===== src/rtl/shader_flow_pkg.sv =====
// Shared encodings for the shader flow-control sequencer.
// Assumes the decoder presents opcodes with the values below; any other
// code is treated as a plain sequential instruction.
package shader_flow_pkg;

    localparam int unsigned OP_W = 4;

    typedef enum logic [OP_W-1:0] {
        OP_SEQ   = 4'd0,
        OP_JMPC  = 4'd1,
        OP_JMPU  = 4'd2,
        OP_CALL  = 4'd3,
        OP_CALLC = 4'd4,
        OP_CALLU = 4'd5,
        OP_IFC   = 4'd6,
        OP_IFU   = 4'd7,
        OP_LOOP  = 4'd8
    } flow_op_e;

    typedef enum logic [1:0] {
        CM_EITHER = 2'd0,
        CM_BOTH   = 2'd1,
        CM_X_ONLY = 2'd2,
        CM_Y_ONLY = 2'd3
    } cond_mode_e;

endpackage


===== src/rtl/flow_cond_eval.sv =====
// Condition evaluator: matches each reference bit against its flag and
// combines the two matches as the mode field selects.
// Assumes purely combinational use; no state.
module flow_cond_eval
    import shader_flow_pkg::*;
(
    input  logic       ref_x,
    input  logic       ref_y,
    input  logic       flag_x,
    input  logic       flag_y,
    input  logic [1:0] mode,
    output logic       pass
);

    logic hit_x;
    logic hit_y;

    // Compare each reference with its flag and combine per mode.
    always_comb begin
        hit_x = (ref_x == flag_x);
        hit_y = (ref_y == flag_y);
        case (mode)
            CM_EITHER: pass = hit_x | hit_y;
            CM_BOTH:   pass = hit_x & hit_y;
            CM_X_ONLY: pass = hit_x;
            default:   pass = hit_y;
        endcase
    end

endmodule


===== src/rtl/flow_decode.sv =====
// Flow-control decoder: for an instruction that issues, works out the next
// PC, whether a region is pushed and with which fields, and whether the loop
// register is loaded. Assumes count fits the address space after zero-extension
// or truncation to ADDR_W.
module flow_decode
    import shader_flow_pkg::*;
#(
    parameter int ADDR_W = 12,
    parameter int UNI_W  = 8,
    parameter int CNT_W  = 8
) (
    input  logic [ADDR_W-1:0] pc,
    input  logic [OP_W-1:0]   op,
    input  logic [ADDR_W-1:0] dest,
    input  logic [CNT_W-1:0]  count,
    input  logic              cond_ok,
    input  logic              bool_ok,
    input  logic [UNI_W-1:0]  int_x,
    input  logic [UNI_W-1:0]  int_y,
    input  logic [UNI_W-1:0]  int_z,
    output logic [ADDR_W-1:0] next_pc,
    output logic              push_req,
    output logic [ADDR_W-1:0] push_end,
    output logic [ADDR_W-1:0] push_ret,
    output logic [ADDR_W-1:0] push_start,
    output logic [UNI_W-1:0]  push_cnt,
    output logic [UNI_W-1:0]  push_inc,
    output logic              loop_load,
    output logic [UNI_W-1:0]  loop_val
);

    logic [ADDR_W-1:0] pc_inc;
    logic [ADDR_W-1:0] tail;
    logic [ADDR_W-1:0] dest_inc;
    logic              branch_taken;

    assign pc_inc   = pc + ADDR_W'(1);
    assign tail     = dest + ADDR_W'(count);
    assign dest_inc = dest + ADDR_W'(1);

    // Select next PC and region fields from the opcode.
    always_comb begin
        next_pc      = pc_inc;
        push_req     = 1'b0;
        push_end     = tail;
        push_ret     = pc_inc;
        push_start   = dest;
        push_cnt     = '0;
        push_inc     = '0;
        loop_load    = 1'b0;
        loop_val     = int_y;
        branch_taken = (op == OP_IFC) ? cond_ok : bool_ok;
        case (op)
            OP_JMPC: if (cond_ok) next_pc = dest;
            OP_JMPU: if (bool_ok) next_pc = dest;
            OP_CALL: begin
                next_pc  = dest;
                push_req = 1'b1;
            end
            OP_CALLC: if (cond_ok) begin
                next_pc  = dest;
                push_req = 1'b1;
            end
            OP_CALLU: if (bool_ok) begin
                next_pc  = dest;
                push_req = 1'b1;
            end
            OP_IFC, OP_IFU: begin
                push_req = 1'b1;
                push_ret = tail;
                if (branch_taken) begin
                    next_pc    = pc_inc;
                    push_end   = dest;
                    push_start = pc_inc;
                end else begin
                    next_pc    = dest;
                end
            end
            OP_LOOP: begin
                loop_load  = 1'b1;
                push_req   = 1'b1;
                push_end   = dest_inc;
                push_ret   = dest_inc;
                push_start = pc_inc;
                push_cnt   = int_x;
                push_inc   = int_z;
            end
            default: next_pc = pc_inc;
        endcase
    end

endmodule


===== src/rtl/region_stack.sv =====
// Bounded region stack: one register slot per level, the top entry exposed
// combinationally. Assumes push and pop never occur in the same cycle; a push
// while full is dropped (the caller flags it). DEPTH must be at least 2.
module region_stack #(
    parameter int DEPTH  = 16,
    parameter int ADDR_W = 12,
    parameter int UNI_W  = 8,
    localparam int LVL_W = $clog2(DEPTH + 1),
    localparam int IDX_W = $clog2(DEPTH)
) (
    input  logic              clk,
    input  logic              rst_n,
    input  logic              clear,
    input  logic              push,
    input  logic              pop,
    input  logic              dec_top,
    input  logic [ADDR_W-1:0] in_end,
    input  logic [ADDR_W-1:0] in_ret,
    input  logic [ADDR_W-1:0] in_start,
    input  logic [UNI_W-1:0]  in_cnt,
    input  logic [UNI_W-1:0]  in_inc,
    output logic              empty,
    output logic              full,
    output logic [LVL_W-1:0]  level,
    output logic [ADDR_W-1:0] top_end,
    output logic [ADDR_W-1:0] top_ret,
    output logic [ADDR_W-1:0] top_start,
    output logic [UNI_W-1:0]  top_cnt,
    output logic [UNI_W-1:0]  top_inc
);

    logic [ADDR_W-1:0] s_end   [DEPTH];
    logic [ADDR_W-1:0] s_ret   [DEPTH];
    logic [ADDR_W-1:0] s_start [DEPTH];
    logic [UNI_W-1:0]  s_cnt   [DEPTH];
    logic [UNI_W-1:0]  s_inc   [DEPTH];
    logic [IDX_W-1:0]  top_idx;
    logic              do_push;

    assign empty   = (level == '0);
    assign full    = (level == LVL_W'(DEPTH));
    assign do_push = push && !full;
    assign top_idx = empty ? '0 : IDX_W'(level - LVL_W'(1));

    // Track the number of live entries.
    always_ff @(posedge clk) begin
        if (!rst_n) begin
            level <= '0;
        end else if (clear) begin
            level <= '0;
        end else if (do_push) begin
            level <= level + LVL_W'(1);
        end else if (pop) begin
            level <= level - LVL_W'(1);
        end
    end

    for (genvar g = 0; g < DEPTH; g++) begin : g_slot
        logic [ADDR_W-1:0] end_q;
        logic [ADDR_W-1:0] ret_q;
        logic [ADDR_W-1:0] start_q;
        logic [UNI_W-1:0]  cnt_q;
        logic [UNI_W-1:0]  inc_q;

        // Load this slot on a push into it, count it down while it is the top.
        always_ff @(posedge clk) begin
            if (!rst_n) begin
                end_q   <= '0;
                ret_q   <= '0;
                start_q <= '0;
                cnt_q   <= '0;
                inc_q   <= '0;
            end else if (do_push && !clear && level == LVL_W'(g)) begin
                end_q   <= in_end;
                ret_q   <= in_ret;
                start_q <= in_start;
                cnt_q   <= in_cnt;
                inc_q   <= in_inc;
            end else if (dec_top && !clear && level == LVL_W'(g + 1)) begin
                cnt_q   <= cnt_q - UNI_W'(1);
            end
        end

        assign s_end[g]   = end_q;
        assign s_ret[g]   = ret_q;
        assign s_start[g] = start_q;
        assign s_cnt[g]   = cnt_q;
        assign s_inc[g]   = inc_q;
    end

    assign top_end   = s_end[top_idx];
    assign top_ret   = s_ret[top_idx];
    assign top_start = s_start[top_idx];
    assign top_cnt   = s_cnt[top_idx];
    assign top_inc   = s_inc[top_idx];

endmodule


===== src/rtl/shader_flow_seq.sv =====
// Shader flow-control sequencer top: owns the PC, loop register, overflow
// flag and fetch high-water mark. Each cycle it either closes the top region
// (when the PC reaches its end) or executes the decoded instruction.
// Assumes the decoder fields describe the word at fetch_addr in the same cycle.
module shader_flow_seq
    import shader_flow_pkg::*;
#(
    parameter int ADDR_W = 12,
    parameter int UNI_W  = 8,
    parameter int CNT_W  = 8,
    parameter int DEPTH  = 16,
    parameter int BOOL_N = 16,
    localparam int SEL_W = $clog2(BOOL_N)
) (
    input  logic              clk,
    input  logic              rst_n,
    input  logic              start,
    input  logic [ADDR_W-1:0] main_offset,
    input  logic [3:0]        op,
    input  logic [ADDR_W-1:0] dest,
    input  logic [CNT_W-1:0]  count,
    input  logic              ref_x,
    input  logic              ref_y,
    input  logic [1:0]        cond_mode,
    input  logic              flag_x,
    input  logic              flag_y,
    input  logic [BOOL_N-1:0] bool_uni,
    input  logic [SEL_W-1:0]  bool_sel,
    input  logic [UNI_W-1:0]  int_x,
    input  logic [UNI_W-1:0]  int_y,
    input  logic [UNI_W-1:0]  int_z,
    output logic [ADDR_W-1:0] fetch_addr,
    output logic              issue,
    output logic [UNI_W-1:0]  loop_reg,
    output logic              overflow_err,
    output logic [ADDR_W:0]   high_water
);

    localparam int LVL_W = $clog2(DEPTH + 1);
    localparam int HW_W  = ADDR_W + 1;

    logic [ADDR_W-1:0] pc_q;
    logic [UNI_W-1:0]  loop_q;
    logic              err_q;
    logic [HW_W-1:0]   hw_q;

    logic              cond_ok;
    logic              bool_ok;
    logic [ADDR_W-1:0] dec_pc;
    logic              push_req;
    logic [ADDR_W-1:0] push_end, push_ret, push_start;
    logic [UNI_W-1:0]  push_cnt, push_inc;
    logic              loop_load;
    logic [UNI_W-1:0]  loop_val;

    logic              stk_empty, stk_full;
    logic [LVL_W-1:0]  stk_level;
    logic [ADDR_W-1:0] top_end, top_ret, top_start;
    logic [UNI_W-1:0]  top_cnt, top_inc;

    logic              top_hit;
    logic              last_pass;
    logic [HW_W-1:0]   fetch_inc;

    assign bool_ok   = bool_uni[bool_sel];
    assign top_hit   = !stk_empty && (pc_q == top_end);
    assign last_pass = (top_cnt == '0);
    assign issue     = !start && !top_hit;
    assign fetch_inc = {1'b0, pc_q} + HW_W'(1);

    flow_cond_eval u_cond (
        .ref_x  (ref_x),
        .ref_y  (ref_y),
        .flag_x (flag_x),
        .flag_y (flag_y),
        .mode   (cond_mode),
        .pass   (cond_ok)
    );

    flow_decode #(
        .ADDR_W (ADDR_W),
        .UNI_W  (UNI_W),
        .CNT_W  (CNT_W)
    ) u_decode (
        .pc         (pc_q),
        .op         (op),
        .dest       (dest),
        .count      (count),
        .cond_ok    (cond_ok),
        .bool_ok    (bool_ok),
        .int_x      (int_x),
        .int_y      (int_y),
        .int_z      (int_z),
        .next_pc    (dec_pc),
        .push_req   (push_req),
        .push_end   (push_end),
        .push_ret   (push_ret),
        .push_start (push_start),
        .push_cnt   (push_cnt),
        .push_inc   (push_inc),
        .loop_load  (loop_load),
        .loop_val   (loop_val)
    );

    region_stack #(
        .DEPTH  (DEPTH),
        .ADDR_W (ADDR_W),
        .UNI_W  (UNI_W)
    ) u_stack (
        .clk       (clk),
        .rst_n     (rst_n),
        .clear     (start),
        .push      (issue && push_req),
        .pop       (!start && top_hit && last_pass),
        .dec_top   (!start && top_hit && !last_pass),
        .in_end    (push_end),
        .in_ret    (push_ret),
        .in_start  (push_start),
        .in_cnt    (push_cnt),
        .in_inc    (push_inc),
        .empty     (stk_empty),
        .full      (stk_full),
        .level     (stk_level),
        .top_end   (top_end),
        .top_ret   (top_ret),
        .top_start (top_start),
        .top_cnt   (top_cnt),
        .top_inc   (top_inc)
    );

    // Advance the PC and the loop, error and high-water state.
    always_ff @(posedge clk) begin
        if (!rst_n) begin
            pc_q   <= '0;
            loop_q <= '0;
            err_q  <= 1'b0;
            hw_q   <= '0;
        end else if (start) begin
            pc_q   <= main_offset;
            loop_q <= '0;
            err_q  <= 1'b0;
            hw_q   <= '0;
        end else if (top_hit) begin
            loop_q <= loop_q + top_inc;
            pc_q   <= last_pass ? top_ret : top_start;
        end else begin
            pc_q <= dec_pc;
            if (loop_load)           loop_q <= loop_val;
            if (push_req && stk_full) err_q <= 1'b1;
            if (fetch_inc > hw_q)     hw_q  <= fetch_inc;
        end
    end

    assign fetch_addr   = pc_q;
    assign loop_reg     = loop_q;
    assign overflow_err = err_q;
    assign high_water   = hw_q;

endmodule


===== config.mk =====
export PLATFORM = sky130hd
export DESIGN_NAME = shader_flow_seq
export DESIGN_NICKNAME = d
export VERILOG_FILES = /design/src/rtl/shader_flow_pkg.sv /design/src/rtl/flow_cond_eval.sv /design/src/rtl/flow_decode.sv /design/src/rtl/region_stack.sv /design/src/rtl/shader_flow_seq.sv
export SDC_FILE = /design/constraint.sdc
export NUM_CORES = 2
export LEC_CHECK = 0
export ABC_CLOCK_PERIOD_IN_PS = 5800
export BUFFER_PORTS_ARGS = -buffer_cell sky130_fd_sc_hd__buf_2
export CAP_MARGIN = 20
export CORE_MARGIN = 1.5
export CORE_UTILIZATION = 57
export DETAILED_ROUTE_END_ITERATION = 16
export PLACE_DENSITY = 0.86
export SLEW_MARGIN = 20
export SYNTH_ARGS = -nofsm -noshare
export SYNTH_HDL_FRONTEND = slang
export SYNTH_HIERARCHICAL = 1
export SYNTH_SLANG_ARGS = --single-unit
export TNS_END_PERCENT = 30

===== constraint.sdc =====
create_clock -name clk -period 5.8 [get_ports clk]
set_clock_uncertainty 0.05 [all_clocks]
set_input_delay 0.87 -clock clk [delete_from_list [all_inputs] [get_ports clk]]
set_output_delay 0.87 -clock clk [all_outputs]
set_load 0.05 [all_outputs]

==> results.json <==
{
  "clk_path_buf_depth": 3,
  "async_flop_share": 0,
  "p_per_area_nw_per_um2": 277.3,
  "netlist_instances": 5886,
  "start_kind": "register",
  "cts_sinks": 871,
  "setup_ws_ns": 0.09748,
  "cts_hold_buf": 0,
  "insertion_delay_ns": 0.67,
  "gp_congestion": 0.9941,
  "arrival_ns": 6.23,
  "grt_max_degree": 183,
  "status": "complete, no violations",
  "cts-buffers-inserted": 87,
  "grt_pass1_wl_um": 238300,
  "period_share": 0.9832,
  "ant_nets": 0,
  "synthTopCellsByArea": "dfxtp_1, nand2_1, a21oi_1",
  "rows": 101,
  "portBuffers": 123,
  "synthToLayoutAreaGrowth_pct": 10.37,
  "netlist_area_um2": 44230,
  "drcViolationCount": 0,
  "maxCapViolations": 0,
  "peakVddDrop_mv": 0.2533,
  "ys.flop_type": "dfxtp_1",
  "wl_per_cell_um": 23.10,
  "die_x_um": 281.6,
  "fin_crit_ns": 5.703,
  "io_pins": 124,
  "synth_edf_count": 0,
  "synthesis.nets": 6030,
  "die_h_um": 281.6,
  "critical_path_class": "register to register",
  "drive_above_1_share": 0.1122,
  "leakage_nw": 16.14,
  "place_hpwl_um": 95220,
  "die-area_um2": 79270,
  "coreArea_um2": 76330,
  "synthTopCellsByCount": "nand2_1, a21oi_1, dfxtp_1, clkbuf_1, nor2_1",
  "clk_pin_slew_ns": 0.07,
  "drt_iter0_drc": 7347,
  "finalWirelength_um": 157100,
  "grt_pass1_vias": 42198,
  "syn-mean-instance-area_um2": 7.514,
  "hold_path.class": "primary input to register",
  "synth.distinct_cells": 100,
  "pre_cts_ws_ns": 0.2293,
  "fin_nets": 5836,
  "cp-end-kind": "register",
  "grt_usage": 0.3831,
  "synth_top_cell_area_share": 0.3943,
  "cts_tree": "yes",
  "viasPerCell": 6.611,
  "yosys_register_bits": 871,
  "hold_violations": 0,
  "path_max_fanout": 47,
  "cp_data_required_time_ns": 6.33,
  "tightest_slew_ns": 1.168,
  "synth.most_common_cell": "nand2_1",
  "cts_max_level": 3,
  "top_regs": "u_stack/g_slot.end_q: 192 flops, u_stack/g_slot.ret_q: 192 flops, u_stack/g_slot.start_q: 192 flops",
  "root_buffer": "clkbuf_16",
  "drv_slew": 0,
  "setup_viol": 0,
  "dr_total_vias": 44953,
  "rsz0062_at_grt": "no",
  "dr.pass1.iters": 7,
  "tns_ns": 0,
  "ys_seq_area_frac": 0.3943,
  "nFillCells": 6223,
  "grt_antenna_before_repair": 1,
  "slew_headroom": 0.2213,
  "timing.fmax_mhz": 175.4,
  "initial_core_util": 0.5794,
  "grt_remaining_overflow": 0,
  "ys_warn_count": 6,
  "yosysTopAreaCell": "dfxtp_1"
}
==> power by group <==
| group | internal, mW | switching (mW) |
|---|---|---|
| clock network | 3.55 | 2.52 |
| registers | 6.00 | 0.0479 |
| logic | 0.398 | 1.02 |
| total | 9.95 | 3.58 |
==> cells in the final DEF, fill, tap and decap left out, drive strengths merged, types with 27 or more instances in the layout <==
cell type,count
o221ai,43
mux2,86
clkbuf,129
buf,284
o22ai,48
nand2,1787
nand3,114
inv,88
mux4,29
nor3,84
a221oi,59
dfxtp,871
xor2,54
ha,53
nand3b,43
a211oi,70
xnor2,54
and2,31
o21ai,153
mux2i,191
a21oi,900
nor2,223
o31a,27
==> layer usage <==
layer | vias up | part of all wire | wire length, um | track usage
li1 | 19740 | - | - | -
met1 | 20748 | 0.36 | 56380 | 0.4847
met2 | 3607 | 0.42 | 66490 | 0.5738
met3 | 858 | 0.14 | 21840 | 0.09239
met4 | 0 | 0.079 | 12340 | 0.2696
met5 | - | 0 | 0 | 0
==> path summary, 6_finish.rpt <==
check	startpoint	end	slack, ns	cells past startpoint
min reg2reg	u_stack/g_slot[10].start_q[7]	u_stack/g_slot[10].start_q[7]	0.40	2
max reg2reg	u_stack/level[1]	u_stack/g_slot[9].start_q[1]	0.1	19
min	main_offset[10]	fetch_addr[10]	0.39	3
max	u_stack/level[1]	u_stack/g_slot[9].start_q[1]	0.1	19
==> worst max-delay path, stage by stage, from the launching register on <==
cell and delay (ns):
dfxtp_1 0.46, inv_1 0.19, ha_4 0.20, buf_4 0.18, nor2b_1 0.18, o31ai_4 0.32, buf_12 0.25, mux4_2 0.58
o2111a_1 0.29, xor2_1 0.16, nor4_2 0.41, and4_1 0.41, nor2_2 0.07, and2_1 0.24, buf_4 0.17, nor4bb_2 0.23
nand2_2 0.10, buf_4 0.70, nand2_1 0.20, a21oi_1 0.21
==> final cells by class <==
class | instances | area [um2] | share of cell area
timing repair buffer | 284 | 2201 | 0.04509
tap | 1030 | 1289 | 0.02640
antenna | 4 | 10.01 | 0.0002051
clock buffer | 129 | 2658 | 0.05444
sequential | 871 | 17440 | 0.3573
clock inverter | 34 | 444.2 | 0.009099
multi-input combinational | 4364 | 24450 | 0.5009
inverter | 84 | 322.8 | 0.006613
==> per-stage QoR <==
| step | cells | power, mW | hold slack (ns) | area (um2) | utilization |
|---|---|---|---|---|---|
| final | 6800 | 13.54 | 0.3897 | 48810 | 0.6395 |
| after global routing | 6796 | 13.80 | 0.4034 | 48800 | 0.6394 |
| after CTS | 6795 | 13.46 | 0.3766 | 48710 | 0.6381 |
| after detailed placement | 6632 | 7.513 | 0.3931 | 45610 | 0.5975 |
| after global placement | 6632 | 7.497 | 0.3878 | 45610 | 0.5975 |
| after floorplan | 5886 | 7.060 | 0.3817 | 44230 | - |
==> cell families after synthesis <==
logic type,count (synthesis),share of synthesized area
mux,306,0.08015
xor+xnor,108,0.02139
buf+inv,651,0.06015
compound gates,1474,0.1987
fa+ha+maj,55,0.01590
flops,871,0.3943
simple gates,2421,0.2294
==> timing repair <==
item,4_1_cts,5_1_grt
hold endpoints to repair,0,0
resized for setup,0,18
buffers inserted,0,1
setup endpoints to repair,0,230
Note: power is estimated with default switching activity, not from simulation.
